[src/rtl/desc_fetch_pkg.sv]
package desc_fetch_pkg;
  typedef enum logic [1:0] {
    ST_IDLE  = 2'd0,
    ST_FETCH = 2'd1,
    ST_DONE  = 2'd2
  } fetch_state_e;
endpackage

[src/rtl/desc_pick.sv]
module desc_pick #(
  parameter int N    = 5,
  parameter int CH_W = 3
) (
  input  logic [N-1:0]    req_i,
  output logic [N-1:0]    gnt_o,
  output logic [CH_W-1:0] idx_o
);
  // lowest index wins: scan downward so the last hit is the lowest
  always_comb begin
    gnt_o = '0;
    idx_o = '0;
    for (int i = N - 1; i >= 0; i--) begin
      if (req_i[i]) begin
        gnt_o    = '0;
        gnt_o[i] = 1'b1;
        idx_o    = CH_W'(i);
      end
    end
  end
endmodule

[src/rtl/desc_base_gen.sv]
module desc_base_gen #(
  parameter int N    = 5,
  parameter int AW   = 16,
  parameter int DB   = 8,
  parameter int CH_W = 3
) (
  input  logic [AW-1:0]   ptr0_i,
  input  logic [AW-1:0]   ptr1_i,
  input  logic [CH_W-1:0] sel_i,
  output logic [AW-1:0]   base_o
);
  logic [AW-1:0] base_tbl [N];

  for (genvar g = 0; g < N; g++) begin : g_base
    if (g == 0) begin : g_own
      assign base_tbl[g] = ptr0_i;
    end else begin : g_shared
      assign base_tbl[g] = ptr1_i + AW'(DB * (g - 1));
    end
  end

  always_comb begin
    base_o = base_tbl[0];
    for (int i = 1; i < N; i++) begin
      if (sel_i == CH_W'(i)) base_o = base_tbl[i];
    end
  end
endmodule

[src/rtl/desc_store.sv]
module desc_store #(
  parameter int N     = 5,
  parameter int DB    = 8,
  parameter int CH_W  = 3,
  parameter int IDX_W = 3,
  localparam int DW   = DB * 8
) (
  input  logic            clk_i,
  input  logic            rst_ni,
  input  logic            wr_i,
  input  logic [CH_W-1:0] ch_i,
  input  logic [IDX_W-1:0] idx_i,
  input  logic [7:0]      data_i,
  output logic [N*DW-1:0] desc_o
);
  logic [DW-1:0] lane_q [N];

  for (genvar g = 0; g < N; g++) begin : g_lane
    logic we;
    assign we = wr_i && (ch_i == CH_W'(g));

    always_ff @(posedge clk_i or negedge rst_ni) begin
      if (!rst_ni) lane_q[g] <= '0;
      else if (we) lane_q[g][idx_i*8 +: 8] <= data_i;
    end

    assign desc_o[g*DW +: DW] = lane_q[g];
  end

  // register file moves only on a write
  a_r11_hold_no_write: assert property (@(posedge clk_i) disable iff (!rst_ni)
    !wr_i |=> $stable(desc_o));
endmodule

[src/rtl/desc_fetch.sv]
module desc_fetch
  import desc_fetch_pkg::*;
#(
  parameter int N     = 5,
  parameter int AW    = 16,
  parameter int DB    = 8,
  localparam int CH_W  = (N > 1) ? $clog2(N) : 1,
  localparam int IDX_W = $clog2(DB),
  localparam int DW    = DB * 8
) (
  input  logic            clk_i,
  input  logic            rst_ni,
  input  logic [AW-1:0]   ptr0_i,
  input  logic [AW-1:0]   ptr1_i,
  input  logic [N-1:0]    arm_i,
  output logic            mem_req_o,
  output logic [AW-1:0]   mem_addr_o,
  input  logic            mem_rvalid_i,
  input  logic [7:0]      mem_rdata_i,
  output logic [N-1:0]    ready_o,
  output logic [N*DW-1:0] desc_o
);
  fetch_state_e     state_q, state_d;
  logic [CH_W-1:0]  cur_q, cur_d;
  logic [IDX_W-1:0] idx_q, idx_d;
  logic [N-1:0]     pending_q, pending_d;
  logic [N-1:0]     ready_q, ready_d;
  logic [N-1:0]     gnt;
  logic [CH_W-1:0]  gnt_idx;
  logic [N-1:0]     take_mask;
  logic [AW-1:0]    base;
  logic             accept, last;

  desc_pick #(.N(N), .CH_W(CH_W)) u_pick (
    .req_i (pending_q),
    .gnt_o (gnt),
    .idx_o (gnt_idx)
  );

  desc_base_gen #(.N(N), .AW(AW), .DB(DB), .CH_W(CH_W)) u_base (
    .ptr0_i (ptr0_i),
    .ptr1_i (ptr1_i),
    .sel_i  (cur_q),
    .base_o (base)
  );

  desc_store #(.N(N), .DB(DB), .CH_W(CH_W), .IDX_W(IDX_W)) u_store (
    .clk_i  (clk_i),
    .rst_ni (rst_ni),
    .wr_i   (accept),
    .ch_i   (cur_q),
    .idx_i  (idx_q),
    .data_i (mem_rdata_i),
    .desc_o (desc_o)
  );

  assign mem_req_o  = (state_q == ST_FETCH);
  assign mem_addr_o = base + AW'(idx_q);
  assign accept     = mem_req_o && mem_rvalid_i;
  assign last       = accept && (idx_q == IDX_W'(DB - 1));
  assign take_mask  = (state_q == ST_IDLE) ? gnt : '0;
  assign pending_d  = (pending_q & ~take_mask) | arm_i;

  always_comb begin
    state_d = state_q;
    cur_d   = cur_q;
    idx_d   = idx_q;
    unique case (state_q)
      ST_IDLE: begin
        if (|pending_q) begin
          state_d = ST_FETCH;
          cur_d   = gnt_idx;
          idx_d   = '0;
        end
      end
      ST_FETCH: begin
        if (accept) begin
          idx_d = idx_q + 1'b1;
          if (last) state_d = ST_DONE;
        end
      end
      ST_DONE:  state_d = ST_IDLE;
      default:  state_d = ST_IDLE;
    endcase
  end

  // ready set after completion unless re-armed meanwhile; arm always clears
  always_comb begin
    ready_d = ready_q;
    for (int i = 0; i < N; i++) begin
      if (state_q == ST_DONE && cur_q == CH_W'(i) && !pending_q[i]) ready_d[i] = 1'b1;
    end
    ready_d = ready_d & ~arm_i;
  end

  always_ff @(posedge clk_i or negedge rst_ni) begin
    if (!rst_ni) begin
      state_q   <= ST_IDLE;
      cur_q     <= '0;
      idx_q     <= '0;
      pending_q <= '0;
      ready_q   <= '0;
    end else begin
      state_q   <= state_d;
      cur_q     <= cur_d;
      idx_q     <= idx_d;
      pending_q <= pending_d;
      ready_q   <= ready_d;
    end
  end

  assign ready_o = ready_q;

  a_r5_addr_hold: assert property (@(posedge clk_i) disable iff (!rst_ni)
    mem_req_o && !mem_rvalid_i |=> mem_req_o && $stable(mem_addr_o));

  a_r5_addr_step: assert property (@(posedge clk_i) disable iff (!rst_ni)
    accept && !last |=> mem_addr_o == $past(mem_addr_o) + AW'(1));

  a_r7_req_drops: assert property (@(posedge clk_i) disable iff (!rst_ni)
    last |=> !mem_req_o);

  a_r7_ready_source: assert property (@(posedge clk_i) disable iff (!rst_ni)
    |(ready_o & ~$past(ready_o)) |-> $past(state_q == ST_DONE));

  a_r8_arm_clears: assert property (@(posedge clk_i) disable iff (!rst_ni)
    |arm_i |=> (ready_o & $past(arm_i)) == '0);

  a_r8_req_needs_arm: assert property (@(posedge clk_i) disable iff (!rst_ni)
    $rose(mem_req_o) |-> $past(|pending_q));

  a_r9_pick_lowest: assert property (@(posedge clk_i) disable iff (!rst_ni)
    (state_q == ST_IDLE) && |pending_q |-> ((gnt - 1'b1) & pending_q) == '0 && (gnt & pending_q) != '0);
endmodule

[config.mk]
export PLATFORM = sky130hd
export DESIGN_NAME = desc_fetch
export DESIGN_NICKNAME = d
export VERILOG_FILES = /design/src/rtl/desc_fetch_pkg.sv /design/src/rtl/desc_pick.sv /design/src/rtl/desc_base_gen.sv /design/src/rtl/desc_store.sv /design/src/rtl/desc_fetch.sv
export SDC_FILE = /design/constraint.sdc
export NUM_CORES = 1
export LEC_CHECK = 0
export CAP_MARGIN = 0
export CORE_MARGIN = 2
export CORE_UTILIZATION = 53
export CTS_CLUSTER_DIAMETER = 30
export DETAILED_ROUTE_END_ITERATION = 8
export GPL_ROUTABILITY_DRIVEN = 1
export PLACE_DENSITY = 0.86
export SYNTH_ARGS = -nofsm -noshare
export SYNTH_HDL_FRONTEND = slang
export SYNTH_HIERARCHICAL = 1
export SYNTH_SLANG_ARGS = --single-unit
[constraint.sdc]
create_clock -name clk_i -period 10.4 [get_ports clk_i]
set_clock_uncertainty 0.2 [all_clocks]
set_input_delay 3.12 -clock clk_i [delete_from_list [all_inputs] [get_ports clk_i]]
set_output_delay 3.12 -clock clk_i [all_outputs]
set_load 0.005 [all_outputs]
==> results of run 1 <==
worst max-delay path, delay by kind of cell:
| family | cells | cell delay [ns] |
|---|---|---|
| buf+inv | 2 | 1.15 |
| simple gates | 4 | 0.99 |
| compound gates | 3 | 0.56 |
| fa+ha+maj | 1 | 0.47 |
| xor+xnor | 2 | 0.34 |
area by class of cell:
type                    count  area, µm²
flip-flops and latches    338       8460
multi-input cells         695       6270
diodes                      1       2.50
repair buffers            399       3990
fillers                  1693       6640
clock buffers              70       1600
inverters                  17       63.8
clock inverters            37        435
well taps                 378        473
logic make-up (layout without fill, tap and decap cells):
| logic type | Yosys count | in the layout | share of synthesized area (%) |
|---|---|---|---|
| AO/OA/AOI/OAI | 87 | 87 | 4.21 |
| multiplexers | 326 | 326 | 24.3 |
| other | 0 | 1 | 0 |
| buffers and inverters | 86 | 523 | 2.55 |
| flip-flops | 338 | 338 | 56.1 |
| AND/OR/NAND/NOR | 238 | 238 | 9.90 |
| adder cells (fa/ha/maj) | 14 | 14 | 1.19 |
| XOR/XNOR | 30 | 30 | 1.74 |
how the worst min path moves through the flow:
stage,cells past startpoint,slack [ns],end
finish,2,0.30,ready_o[4]
global route,2,0.30,ready_o[4]
CTS,2,0.30,ready_o[4]
detailed placement,2,0.29,ready_o[4]
global placement,2,0.28,ready_o[4]
floorplan,2,0.29,ready_o[0]
cells in the final DEF, fill, tap and decap left out, types with 12 or more instances in the layout:
cell type / netlist / final
sky130_fd_sc_hd__nand4_1: 12 / 12
sky130_fd_sc_hd__and3_1: 20 / 20
sky130_fd_sc_hd__a21oi_1: 22 / 22
sky130_fd_sc_hd__dfrtp_1: 338 / 338
sky130_fd_sc_hd__inv_1: 16 / 16
sky130_fd_sc_hd__and2_1: 17 / 17
sky130_fd_sc_hd__clkdlybuf4s50_1: 0 / 388
sky130_fd_sc_hd__mux2_2: 323 / 323
sky130_fd_sc_hd__ha_1: 12 / 12
sky130_fd_sc_hd__xnor2_1: 19 / 19
sky130_fd_sc_hd__clkbuf_16: 0 / 58
sky130_fd_sc_hd__nand2_1: 51 / 51
sky130_fd_sc_hd__o21ai_0: 19 / 19
sky130_fd_sc_hd__nor2_1: 43 / 42
state kept, by name, summed over array words and instances, names as in the netlist:
| name | cells |
|---|---|
| state_q | 2 |
| pending_q | 5 |
| u_store/desc_o | 320 |
| cur_q | 3 |
| idx_q | 3 |
| ready_o | 5 |
per-stage QoR:
step / cells / setup slack [ns]
floorplan: 1119 / 2.01
finish: 1935 / 0.447
detailed placement: 1827 / 0.535
CTS: 1934 / 0.521
global placement: 1827 / 0.622
global route: 1935 / 0.228
power breakdown:
part	switching, µW	leakage, µW	internal, µW
Sequential	88.8	0.00465	1440
Combinational	624	0.00424	513
Clock	705	0.000987	1230
Total	1420	0.00988	3190
per-layer routing:
layer / global-route usage (%) / part of all wire (%) / vias to the layer above
met5: 0 / 0 / -
met4: 13.6 / 4.3 / 0
met3: 9.21 / 8.3 / 117
met2: 54.4 / 49 / 486
met1: 39.5 / 39 / 5688
li1: - / - / 4798
==> impl_summary.md, run 1 <==
Yosys
After synthesis, the share of flip-flops with an asynchronous set or reset is 100%. After synthesis, the cell types taking the most area are sky130_fd_sc_hd__dfrtp_1, sky130_fd_sc_hd__mux2_2, sky130_fd_sc_hd__nand2_1, sky130_fd_sc_hd__xnor2_1, sky130_fd_sc_hd__nor2_1. The sequential element share of the synthesized area is 56.1%. The count of warnings emitted by yosys is 6. The average instance in the mapped netlist occupies 13.5 µm².

The number of flops mapped to enable cells by yosys is 0. The net count after synthesis is 1,180. sky130_fd_sc_hd__dfrtp_1 takes more of the synthesized area than any other cell. The synthesized cell area is 15,100 µm². The netlist uses 72 different library cells. Synthesis handed over a netlist of 1,119 instances. The area share of the largest cell type after synthesis is 56.1%. After synthesis the netlist holds a flip-flop and latch count of 338. By count the netlist is led by sky130_fd_sc_hd__dfrtp_1, sky130_fd_sc_hd__mux2_2, sky130_fd_sc_hd__nand2_1. The most repeated cell in the gate-level netlist after synthesis is sky130_fd_sc_hd__dfrtp_1. The most used flip-flop cell after synthesis is sky130_fd_sc_hd__dfrtp_1.

Layout
The final net count is 1,570. Cells with a size suffix above 1 make up 31.0% of the layout. Cells fill 76.2% of the core in the end. From synthesis to final layout, the design area changed by 41.1%. Summing all non-filler instances in the final layout gives an area of 21,300 µm².

Placement
During placement, the flow inserted port buffers numbering 389. After detailed placement, the total cell area comes to 19,300 µm². The detailed placer's ending HPWL is 31.9 mm.

Routability-driven placement finished with a final weighted congestion of 0.911.

GRT
Entering global routing, the biggest net connects 184 pins. Summed over all layers, the global routing overflow is 0. The global-route wire length before repair is 74.5 mm. The number of global-route vias before repair is 11,900. The overall track demand over capacity in global routing is 32.4%. The number of antenna violations at the first check in global routing came to 2.

Worst setup path
The worst endpoint required time is 7.08 ns. In this run the critical register-to-register path is launched from idx_q[0]. Of all nets on the critical path, the largest fanout is 8. The worst path arrival time is 6.63 ns. The signal on the critical path passes through clkdlybuf4s50_1, ha_1, xor2_1, nand3_1, a21oi_1, a221oi_1, a21oi_1, nand4_1, nor3_1, nand3_1, xnor2_1, clkdlybuf4s50_1. STA classifies the critical path endpoint as an output port.

The critical path is of the in -> out type. The cell depth of the worst flop-to-flop path is 7. The worst register-to-register path has a setup slack of 6.49 ns. The source of the critical timing path is ptr1_i[4]. Among all stages on the critical path, the largest delay is contributed by sky130_fd_sc_hd__clkdlybuf4s50_1. The delay of the slowest critical-path stage is 0.63 ns. The last element of the critical path is mem_addr_o[10]. The category of the worst setup path launch point is a primary input.

The destination of the worst register-to-register timing path is u_store/desc_o[26].

Floorplan
The die covers 29,800 µm². The die width is 173 µm. The region available for standard cell placement spans 27,900 µm². The vertical extent of the die is 173 µm. The total I/O pin count is 390. Once the floorplan was initialized, standard cells occupied 54.0% of the core. The row count is 61.

Route
For this block, the initial DRC count from the detailed router was 822. The pre-antenna-repair detailed-routing pass consisted of 5 iterations. After detailed routing, the average wire length per cell comes to 25.0 µm. The detailed-route DRC error count is 0. The routed design has 48.5 mm of wire. The total via count after detailed routing is 11,100. The number of routed nets with antenna violations is 0. Dividing the detail-routed via count by the number of cells gives 5.73.

Clocking
The number of buffers inserted for hold repair after clock tree synthesis is 0. The CTS tree is built. The buffer cell driving the clock tree root is sky130_fd_sc_hd__clkbuf_16. In this run, CTS created clock tree buffers numbering 58. The insertion delay to the later sink of the worst-skew pair is 0.56 ns. The buffers inserted during post-CTS setup optimization is 0. The number of clock sinks is 338. The number of gates resized after CTS is 0. In this run the deepest clock path goes through 3 buffers. The clock-pin transition on the worst setup and hold timing paths is 0.05 ns. CTS built an H-tree with a depth of 2.

Timing
The number of pins exceeding their max-slew limit in the final report is 0. The clock period minus final worst setup slack is 9.95 ns. After routing, the total negative slack on setup checks comes to 0 ns. The peak clock frequency supported by timing is 100 MHz. The final clock period utilization by the worst path is 95.7%.

The total count of hold-check failures in the final report is 0. For the pin with the worst max-slew slack, the measured transition is 1.23 ns. Hold timing on the final database bottoms out at a slack of 0.298 ns.

The relative slew slack is 17.1%. Setup violations remaining at the end of the flow were counted as 0. Setup repair after global routing left no endpoint under its margin.

Hold path
The tightest min-delay check is of the reg -> reg type. The startpoint of the worst hold path is ready_o[4].

Flow run
The tool flagged a number of max-cap violations equal to 0.

Pwr
The leakage power figure is 0.00988 µW. The worst-case IR drop observed on VDD is 0.192 mV. In this run the power density over the cells is 216 nW/µm².

Total power for the finished layout comes to 4610 µW.

Outcome
The run finished with clean final reports.
No activity file was read; power rests on OpenSTA's default activity.
==> run 2: changes to the inputs <==
--- a/config.mk
+++ b/config.mk
@@ -11,8 +11,9 @@
 export CTS_CLUSTER_DIAMETER = 30
 export DETAILED_ROUTE_END_ITERATION = 8
 export GPL_ROUTABILITY_DRIVEN = 1
-export PLACE_DENSITY = 0.86
+export PLACE_DENSITY_LB_ADDON = 0.25
 export SYNTH_ARGS = -nofsm -noshare
 export SYNTH_HDL_FRONTEND = slang
 export SYNTH_HIERARCHICAL = 1
 export SYNTH_SLANG_ARGS = --single-unit
+export TNS_END_PERCENT = 50
==> impl_summary.md, run 2 (same netlist as run 1, synthesis figures left out) <==
Outcome
The run finished with clean final reports.

Timing
Setup repair after global routing left no endpoint under its margin. The post-route worst setup slack is 0.463 ns (+0.0162 ns). The total count of hold-check failures in the final report is 0 (unchanged).

The final clock period utilization by the worst path came to 95.5% (-0.16 points). The number of pins exceeding their max-slew limit in the final report is 0 (unchanged). The clock period minus final worst setup slack is 9.94 ns (-0.0162 ns).

The count of final setup violators came to 0 (unchanged). The worst hold margin is 0.302 ns (+0.00383 ns). The relative slew slack is 21.0% (+3.9 points).

The final setup TNS is 0 ns (unchanged). The slew at the pin with the worst max-slew slack is 1.17 ns (-0.0575 ns). The peak clock frequency supported by timing came to 101 MHz (+0.16%).

Placement
The minimum setup slack after placement is 0.524 ns (-0.0111 ns). The post-placement cell area is 19,200 µm² (about the same). The detailed placer's ending HPWL is 31.4 mm (-1.6%).

The number of port buffers is 389 (unchanged). The weighted congestion reported at the end of routability-driven placement is 0.866 (-4.9%).

Clocking
The maximum level of the CTS H-tree is 2 (unchanged). The clock-pin transition on the worst setup and hold timing paths is 0.05 ns (about the same). The number of clock sinks is 338 (unchanged). The number of gates resized after CTS was 0 (unchanged). The largest buffer count on any clock path is 3 (unchanged).

The number of buffers added by the clock tree synthesis step is 61 (+5.2%). The buffers inserted during post-CTS setup optimization is 0 (unchanged). The CTS tree is built. The insertion delay to the later sink of the worst-skew pair came to 0.61 ns (+0.05 ns). The number of buffers inserted for hold repair after clock tree synthesis is 0 (unchanged). CTS placed an instance of sky130_fd_sc_hd__clkbuf_16 at the clock tree root.

Floorplan
The die width is 173 µm (unchanged). The effective utilization at floorplan was 54.0% (unchanged). The area of the die was 29,800 µm² (unchanged). The vertical extent of the die is 173 µm (unchanged).

The total I/O pin count was 390 (unchanged). The area of the core region is 27,900 µm² (unchanged). The row count was 61 (unchanged).

Worst setup path
The delay of the slowest critical-path stage is 0.64 ns (about the same). The worst path arrival time came to 6.62 ns (about the same). The worst path buffer plus inverter count is 2 (unchanged). Broken down by cell family, the worst path's largest delay share belongs to buffers and inverters. The cell with the largest stage delay on the worst path is sky130_fd_sc_hd__clkdlybuf4s50_1. The worst endpoint required time is 7.08 ns (about the same). The worst setup path is of the in -> out kind.

STA classifies the critical path startpoint as a primary input. The largest fanout on the critical path is 8 (unchanged). Traced cell by cell, the critical path runs through clkdlybuf4s50_1, ha_1, xor2_1, nand3_1, a21oi_1, a221oi_1, a21oi_1, nand4_1, nor3_1, nand3_1, xnor2_1, clkdlybuf4s50_1. The capturing element type of the critical path is an output port.

Pwr
The leakage power figure was 0.00993 µW (+0.56%). The internal power came to 3230 µW (+1.2%). The largest voltage drop on the vdd net is 0.170 mV (-11%).

The power share of the clock group is 43.1% (+1.0 points). The power consumption is 4680 µW (+1.5%). The sequential fraction of design power is 32.6% (-0.6 points).

The total net switching power came to 1450 µW (+2.1%). The part of the power in combinational logic is 24.3% (-0.4 points). The switching share of total power is 31.0% (+0.19 points).

The total power divided by cell area is 218 nW/µm² (+0.85%).

GRT
The global-route wire length before repair is 71.0 mm (-4.7%). The overall track demand over capacity in global routing is 30.6% (-1.8 points). The number of global-route vias before repair is 11,500 (-4.0%).

The total congestion overflow after global routing was 0 (unchanged). The number of antenna violations at the first check in global routing came to 1 (-1). The largest net degree at the start of global routing came to 166 (-9.8%).

Layout
The fraction of layout instances using a drive strength above 1 is 31.2% (+0.18 points). The final net count is 1,572 (+0.13%). The total of fill cells in the finished design is 1,751 (+3.4%).

The most common cell after layout, fill and taps aside is sky130_fd_sc_hd__clkdlybuf4s50_1. In the layout the commonest cells are sky130_fd_sc_hd__clkdlybuf4s50_1, sky130_fd_sc_hd__dfrtp_1, sky130_fd_sc_hd__mux2_2. From synthesis to final layout, the design area changed by 42.0%.

The post-route cell area is 21,400 µm² (+0.60%). The number of flip-flops under the largest register name is 320 (unchanged).

Route
The detailed-route vias per instance is 5.62 (-1.9%). The total wire length after detailed routing is 46.0 mm (-5.2%). The number of routed nets with antenna violations is 0 (unchanged). The first-iteration detailed-routing DRC count is 641 (-22%).

The detailed-route DRC error count came to 0 (unchanged). The total via count after detailed routing is 10,900 (-1.5%). The wire length per cell after detailed routing is 23.7 µm (-5.5%). The detailed-router iteration count before antenna repair is 5 (unchanged).

Flow run
The max-capacitance violation count is 0 (unchanged).

Hold path
The kind of path behind the tightest hold check is reg -> reg.
run 2: cell count changes in the layout (fill, tap and decap cells not counted), moves of 2 or more:
cell,before,now
sky130_fd_sc_hd__clkbuf_16,58,61
sky130_fd_sc_hd__clkbuf_1,2,4
sky130_fd_sc_hd__clkbuf_8,10,5
sky130_fd_sc_hd__inv_8,4,7
sky130_fd_sc_hd__clkinv_16,1,3
sky130_fd_sc_hd__clkinv_4,5,8
run 2: worst reg2reg max path, stage by stage, from the launching register on:
cell and delay (ns):
sky130_fd_sc_hd__dfrtp_1 0.32, sky130_fd_sc_hd__buf_4 0.31, sky130_fd_sc_hd__inv_1 0.10, sky130_fd_sc_hd__ha_1 0.22, sky130_fd_sc_hd__ha_1 0.51, sky130_fd_sc_hd__nor4bb_1 1.04
sky130_fd_sc_hd__nand2_1 0.54, sky130_fd_sc_hd__mux2_2 0.43
run 2: layer usage:
| metal | track usage, % | up-vias | part of all wire [%] |
|---|---|---|---|
| met5 | 0 | - | 0 |
| met3 | 7.74 | 95 | 6.9 |
| li1 | - | 4807 | - |
| met1 | 38.9 | 5598 | 40 |
| met4 | 11.7 | 0 | 3.7 |
| met2 | 50.9 | 419 | 49 |
run 2: path summary, 6_finish.rpt:
| path | startpoint | to | slack, ns | depth (start not counted) |
|---|---|---|---|---|
| max | ptr1_i[4] | mem_addr_o[10] | 0.46 | 12 |
| min | u_store/desc_o[300] | u_store/desc_o[300] | 0.30 | 1 |
| max reg2reg | idx_q[0] | u_store/desc_o[219] | 6.62 | 7 |
| min reg2reg | u_store/desc_o[300] | u_store/desc_o[300] | 0.30 | 1 |
| max in group asynchronous | rst_ni | u_store/desc_o[254] | 6.17 | 2 |
| min in group asynchronous | rst_ni | u_store/desc_o[207] | 2.31 | 1 |
run 2: power groups by stage:
| stage | Clock, µW | Combinational [µW] | Sequential (µW) |
|---|---|---|---|
| final | 2020 | 1130 | 1530 |
| after global routing | 2110 | 1210 | 1540 |
| after CTS | 2040 | 1140 | 1520 |
| after detailed placement | 0 | 1120 | 1540 |
| after global placement | 0 | 1100 | 1540 |
| after floorplan | 0 | 573 | 1540 |
run 2: final cells by class:
class	instances	area, µm²	area share (%)
flip-flops and latches	338	8460	39.5
inverters	17	63.8	0.298
multi-input cells	695	6270	29.3
diodes	1	2.50	0.0117
clock buffers	70	1610	7.52
clock inverters	45	557	2.60
well taps	378	473	2.21
repair buffers	398	3980	18.6
run 2: metrics by stage:
stage / utilization [%] / instances
after floorplan: - / 1119
after global placement: 68.9 / 1826
after detailed placement: 68.9 / 1826
after CTS: 76.7 / 1941
after global routing: 76.7 / 1942
final: 76.7 / 1942
